$ cat src/rtl/wdk_pkg.sv
package wdk_pkg;
   typedef enum logic [0:0] {
      KEY_IDLE  = 1'b0,
      KEY_ARMED = 1'b1
   } key_state_e;
endpackage

$ cat src/rtl/wdk_key_seq.sv
module wdk_key_seq #(
   parameter int ADDR_W = 8,
   parameter int DATA_W = 8,
   parameter logic [ADDR_W-1:0] KEY_ADDR = 8'hA6,
   parameter logic [DATA_W-1:0] KEY_FIRST = 8'h1E,
   parameter logic [DATA_W-1:0] KEY_SECOND = 8'hE1
) (
   input  logic              clk,
   input  logic              rst_n,
   input  logic              wr_en,
   input  logic [ADDR_W-1:0] wr_addr,
   input  logic [DATA_W-1:0] wr_data,
   input  logic              block,
   output logic              key_hit
);
   import wdk_pkg::*;

   key_state_e state, state_nx;
   logic       sel;

   always_comb begin
      sel      = wr_en && (wr_addr == KEY_ADDR);
      key_hit  = sel && !block && (state == KEY_ARMED) && (wr_data == KEY_SECOND);
      state_nx = state;
      if (block)
         state_nx = KEY_IDLE;
      else if (sel)
         state_nx = (wr_data == KEY_FIRST) ? KEY_ARMED : KEY_IDLE;
   end

   always_ff @(posedge clk or negedge rst_n) begin
      if (!rst_n) state <= KEY_IDLE;
      else        state <= state_nx;
   end

   // a wrong byte while armed drops the detector back to idle
   assert_break_seq_R3: assert property (@(posedge clk) disable iff (!rst_n)
      (state == KEY_ARMED && sel && !block && wr_data != KEY_FIRST) |=> state == KEY_IDLE);
   // during the pulse the detector cannot arm
   assert_block_idle_R9: assert property (@(posedge clk) disable iff (!rst_n)
      block |=> state == KEY_IDLE);
endmodule

$ cat src/rtl/wdk_count.sv
module wdk_count #(
   parameter int CNT_W = 14
) (
   input  logic clk,
   input  logic rst_n,
   input  logic tick,
   input  logic key_hit,
   output logic running,
   output logic ovf
);
   localparam logic [CNT_W-1:0] CNT_MAX = {CNT_W{1'b1}};

   logic [CNT_W-1:0] cnt;

   always_comb ovf = running && tick && !key_hit && (cnt == CNT_MAX);

   always_ff @(posedge clk or negedge rst_n) begin
      if (!rst_n) begin
         running <= 1'b0;
         cnt     <= '0;
      end else if (key_hit) begin
         running <= 1'b1;
         cnt     <= '0;
      end else if (ovf) begin
         running <= 1'b0;
         cnt     <= '0;
      end else if (running && tick) begin
         cnt <= cnt + CNT_W'(1);
      end
   end

   assert_enable_by_key_R2: assert property (@(posedge clk) disable iff (!rst_n)
      $rose(running) |-> $past(key_hit));
   assert_count_step_R4: assert property (@(posedge clk) disable iff (!rst_n)
      (running && tick && !key_hit && !ovf) |=> cnt == $past(cnt) + CNT_W'(1));
   assert_count_hold_R4: assert property (@(posedge clk) disable iff (!rst_n)
      (running && !tick && !key_hit) |=> $stable(cnt));
   assert_no_sw_stop_R5: assert property (@(posedge clk) disable iff (!rst_n)
      $fell(running) |-> $past(ovf));
   assert_restart_zero_R6: assert property (@(posedge clk) disable iff (!rst_n)
      key_hit |=> (running && cnt == '0));
endmodule

$ cat src/rtl/wdk_rstout.sv
module wdk_rstout #(
   parameter int PULSE_LEN = 98
) (
   input  logic clk,
   input  logic rst_n,
   input  logic fire,
   output logic rst_out
);
   generate
      if (PULSE_LEN == 1) begin : g_single
         logic q;
         always_ff @(posedge clk or negedge rst_n) begin
            if (!rst_n) q <= 1'b0;
            else        q <= fire;
         end
         always_comb rst_out = q;
      end else begin : g_counted
         localparam int PW = $clog2(PULSE_LEN + 1);
         logic [PW-1:0] left;
         always_ff @(posedge clk or negedge rst_n) begin
            if (!rst_n)            left <= '0;
            else if (fire)         left <= PW'(PULSE_LEN);
            else if (left != '0)   left <= left - PW'(1);
         end
         always_comb rst_out = (left != '0);
      end
   endgenerate

   assert_pulse_start_R7: assert property (@(posedge clk) disable iff (!rst_n)
      fire |=> rst_out);
   assert_pulse_cause_R7: assert property (@(posedge clk) disable iff (!rst_n)
      $rose(rst_out) |-> $past(fire));
endmodule

$ cat src/rtl/keyed_watchdog.sv
module keyed_watchdog #(
   parameter int ADDR_W = 8,
   parameter int DATA_W = 8,
   parameter int CNT_W = 14,
   parameter int PULSE_LEN = 98,
   parameter logic [ADDR_W-1:0] KEY_ADDR = 8'hA6,
   parameter logic [ADDR_W-1:0] AUX_ADDR = 8'h8E,
   parameter logic [DATA_W-1:0] KEY_FIRST = 8'h1E,
   parameter logic [DATA_W-1:0] KEY_SECOND = 8'hE1,
   parameter int MASK_BIT = 3
) (
   input  logic              clk,
   input  logic              rst_n,
   input  logic              mc_tick,
   input  logic              wr_en,
   input  logic [ADDR_W-1:0] wr_addr,
   input  logic [DATA_W-1:0] wr_data,
   output logic              rst_out
);
   if (CNT_W < 2 || CNT_W > 32) begin : g_bad_cnt
      $error("CNT_W out of range");
   end
   if (PULSE_LEN < 1) begin : g_bad_pulse
      $error("PULSE_LEN must be at least 1");
   end
   if (MASK_BIT < 0 || MASK_BIT >= DATA_W) begin : g_bad_mask
      $error("MASK_BIT outside data word");
   end
   if (KEY_FIRST == KEY_SECOND) begin : g_bad_key
      $error("key bytes must differ");
   end
   if (KEY_ADDR == AUX_ADDR) begin : g_bad_addr
      $error("addresses must differ");
   end

   logic key_hit, running, ovf, fire, pulse_mask;

   always_ff @(posedge clk or negedge rst_n) begin
      if (!rst_n)
         pulse_mask <= 1'b0;
      else if (wr_en && wr_addr == AUX_ADDR)
         pulse_mask <= wr_data[MASK_BIT];
   end

   always_comb fire = ovf && !pulse_mask;

   wdk_key_seq #(
      .ADDR_W(ADDR_W), .DATA_W(DATA_W), .KEY_ADDR(KEY_ADDR),
      .KEY_FIRST(KEY_FIRST), .KEY_SECOND(KEY_SECOND)
   ) u_key (
      .clk(clk), .rst_n(rst_n), .wr_en(wr_en), .wr_addr(wr_addr),
      .wr_data(wr_data), .block(rst_out), .key_hit(key_hit)
   );

   wdk_count #(.CNT_W(CNT_W)) u_cnt (
      .clk(clk), .rst_n(rst_n), .tick(mc_tick), .key_hit(key_hit),
      .running(running), .ovf(ovf)
   );

   wdk_rstout #(.PULSE_LEN(PULSE_LEN)) u_pulse (
      .clk(clk), .rst_n(rst_n), .fire(fire), .rst_out(rst_out)
   );

   assert_masked_quiet_R8: assert property (@(posedge clk) disable iff (!rst_n)
      (ovf && pulse_mask && !rst_out) |=> !rst_out);
   assert_off_in_pulse_R9: assert property (@(posedge clk) disable iff (!rst_n)
      rst_out |-> !running);
endmodule

$ cat config.mk
export PLATFORM = sky130hd
export DESIGN_NAME = keyed_watchdog
export DESIGN_NICKNAME = d
export VERILOG_FILES = /design/src/rtl/wdk_pkg.sv /design/src/rtl/wdk_key_seq.sv /design/src/rtl/wdk_count.sv /design/src/rtl/wdk_rstout.sv /design/src/rtl/keyed_watchdog.sv
export SDC_FILE = /design/constraint.sdc
export NUM_CORES = 1
export LEC_CHECK = 0
export CAP_MARGIN = 5
export CORE_ASPECT_RATIO = 1.75
export CORE_UTILIZATION = 30
export CTS_CLUSTER_SIZE = 40
export DETAILED_ROUTE_END_ITERATION = 16
export PLACE_DENSITY = 0.48
export SLEW_MARGIN = 30
export SYNTH_ARGS = -nofsm -noshare
export SYNTH_HDL_FRONTEND = slang
export SYNTH_SLANG_ARGS = --single-unit
$ cat constraint.sdc
create_clock -name clk -period 3.7 [get_ports clk]
set_input_delay 0.74 -clock clk [delete_from_list [all_inputs] [get_ports clk]]
set_output_delay 0.74 -clock clk [all_outputs]
set_load 0.005 [all_outputs]
==> summary.md <==
| Metric | Value |
|---|---|
| Gpl congestion | `0.812` |
| Most common cell after layout, fill and taps aside | `dfrtp_1` |
| Via count | `around 1200` |
| Main combinational cell family by area after synthesis | `simple AND/OR/NAND/NOR gates` |
| CTS Sinks | `24` |
| Final period utilization | `69.7%` |
| Leading cell types in the layout, fill and taps excluded | `24 x dfrtp_1, 20 x clkdlybuf4s50_1, 16 x nand2_1, 16 x a21oi_1, 12 x nand3_1` |
| Worst-path clk slew | `80 ps` |
| Fin util | `roughly 38%` |
| Syn_nets | `178` |
| Post-synth top area share | `41.6%` |
| CP Cell Sequence | `inv_1, ha_1, and2b_1, nand2_4, clkdlybuf4s50_1` |
| Compound-Gate Fraction of Synth Area | `12.8%` |
| Fin. Hold Viols | `0` |
| Largest net degree at the start of global routing | `25` |
| Fin nets | `200` |
| CTS Buffer Depth | `2` |
| Status | `completed` |
| Initial Util | `slightly above 30%` |
| Simple-Gate Fraction of Synth Area | `32.2%` |
| Setup bufs post-CTS | `0` |
| P_leak | `about 0.00075 uW` |
| Netlist cell types | `42` |
| Yosys warns | `0` |
| Root Buffer | `clkbuf_8` |
| DRC Markers | `0` |
| Antenna violations before repair | `0` |
| CP arrival | `1840 ps` |
| Syn avg cell area | `9.32 sq um` |
| Synth-to-layout area growth | `21.8%` |
| Worst Tran Pin Value | `710 ps` |
| First-pass GRT wire length | `approximately 5400 um` |
| Slew Limit Fails | `0` |
| CP max stage delay | `500 ps` |
| Max IR drop VDD | `between 0.1 and 0.15 mV` |
| Max Cap Viol | `0` |
| TritonCTS buffer count | `3` |
| Setup Viol. Count Final | `0` |
| Critical path startpoint category | `register` |
| Skew-Pair Late Insertion Delay | `270 ps` |
| Max Clock Skew | `~4.3 ps` |
| Crit path kind | `register to output pin` |
| Xor/xnor share of the synthesized area | `about 5.5%` |
| Fmax | `~0.39 GHz` |
| Critical path's slowest cell | `clkdlybuf4s50_1` |
| Share of cells above drive strength 1 | `11.9%` |
| First DRT Iteration DRCs | `23` |
| Setup TNS | `0 ps` |
| Port bufs | `20` |
| Mapped Area | `1440 sq um` |
| WL/cell | `14.3 um` |
| CTS tree | `yes` |
| Total routed wirelength | `3270 um` |
| Routed Antenna Nets | `0` |
| Layout Cells excl Fill | `228` |
| CP max FO | `6` |
| Crit path max-delay family | `buffers and inverters` |
| Grt ovf | `0` |
| Via/cell ratio | `5.45` |
| Worst setup EP type | `output pin` |
| Post-synthesis sequential area ratio | `41.6%` |
| Power per cell area | `270 nW/um^2` |
| Synth area leader | `dfrtp_1` |
| Minimum clock period | `2580 ps` |
| Adder-Cell Fraction of Synth Area | `roughly 2.6%` |
| Vias in the first global route | `1214` |
| GRT Util Overall | `~14%` |
| Multiplexer share of the synthesized area | `roughly 2.3%` |
| Largest cells by area after synthesis | `dfrtp_1 42%, a21oi_1 5.5%, nand3_1 4.2%` |
| Required time worst endpoint | `2960 ps` |
| Core footprint | `approximately 4700 sq um` |
| Min-delay worst type | `register to register` |
| RSZ-0062 raised after global routing | `false` |
| Die Y-Extent | `93.8 um` |
| Hold_buf cts | `0` |
| Num rows | `33` |
| Placed Instances | `224` |
| N_diodes | `0` |
| FF+latch count, synth | `24` |
| CTS resizes | `0` |
| Gate Count Post-Synth | `roughly 160` |
| Die Area | `5110 sq um` |
| Worst Path Buf+Inv | `2` |
| Final HPWL DP | `2530 um` |
| Relative slew margins | `52.3%` |
| I/O pin cnt | `21` |
| Final hold slack | `528 ps` |
| H-tree depth | `1` |
| Chip width | `54.4 um` |
| Length of the first detailed-routing pass in iterations | `4` |
-- metal layers --
metal / GRT usage (%) / up-vias / share of wire, %
met1: 16.2 / 606 / 41
met4: 5.77 / 0 / 1.7
li1: - / 621 / -
met2: 25.9 / 11 / 56
met3: 1.46 / 5 / 1.3
met5: 0 / - / 0
-- flip-flops by register name, summed over array words and instances, names as in the netlist --
register	count
u_cnt.cnt	14
u_pulse.g_counted.left	7
pulse_mask	1
u_cnt.running	1
u_key.state	1
-- worst min-delay path: stages (launching register included) --
cell and delay (ps):
dfrtp_1 380, nand2_1 60, a21oi_1 60
-- cell usage after synthesis, drive strengths merged --
| master | instances |
|---|---|
| a211oi | 1 |
| mux2 | 3 |
| and2 | 1 |
| or4b | 2 |
| inv | 4 |
| nor2 | 8 |
| buf | 2 |
| clkbuf | 3 |
| or4 | 2 |
| ha | 3 |
| xor2 | 4 |
| and4 | 3 |
| a21bo | 1 |
| a2111oi | 2 |
| xnor2 | 5 |
| nand3 | 12 |
| a21oi | 16 |
| or3 | 4 |
| nand3b | 1 |
| and3b | 1 |
| dfrtp | 24 |
| and2b | 1 |
| nand2 | 17 |
| and3 | 1 |
| o221ai | 1 |
| a31oi | 3 |
| or2 | 1 |
| nor3 | 5 |
| and4bb | 2 |
| o31ai | 1 |
| nand4 | 6 |
| nor4 | 4 |
| o21ai | 4 |
| nor2b | 1 |
| a21o | 2 |
| or3b | 1 |
| nand4b | 3 |
-- through the flow --
step                setup slack (ps)  cell area [sq um]  total power (uW)
floorplan                       1560               1440               272
global placement                1180               1700               299
detailed placement              1130               1700               300
CTS                             1100               1760               483
global route                    1010               1760               497
finish                          1120               1760               474
-- final timing paths --
check / startpoint / cells after the start / to / slack, ps
min in group asynchronous: rst_n / 2 / u_cnt.cnt[10]$_DFFE_PN0P_ / 830
min: u_key.state$_DFFE_PN0P_ / 2 / u_key.state$_DFFE_PN0P_ / 530
max reg2reg: u_pulse.g_counted.left[2]$_DFFE_PN0P_ / 4 / u_pulse.g_counted.left[1]$_DFFE_PN0P_ / 1680
min reg2reg: u_key.state$_DFFE_PN0P_ / 2 / u_key.state$_DFFE_PN0P_ / 530
max: u_pulse.g_counted.left[0]$_DFFE_PN0P_ / 5 / rst_out / 1120
max in group asynchronous: rst_n / 2 / pulse_mask$_DFFE_PN0P_ / 2620
-- kinds of logic (layout without fill, tap and decap cells) --
family                   after synthesis  in the layout
adder cells (fa/ha/maj)                3              3
buffers and inverters                  9             30
multiplexers                           3              3
AND/OR/NAND/NOR                       76             76
flip-flops                            24             24
XOR/XNOR                               9              9
AO/OA/AOI/OAI                         31             31
-- power breakdown --
group          switching (uW)  total (uW)  internal, uW
clock network            84.8         180          95.2
registers               0.297         263           263
logic                    10.3        31.2          20.8
-- area by class of cell --
cell class / instances / area, sq um
clock buffer: 4 / 55.1
fill: 465 / 2910
inverter: 4 / 15.0
multi-input combinational: 122 / 807
sequential: 24 / 601
tap: 52 / 65.1
timing repair buffer: 22 / 215
No activity file was read; power rests on OpenSTA's default activity.
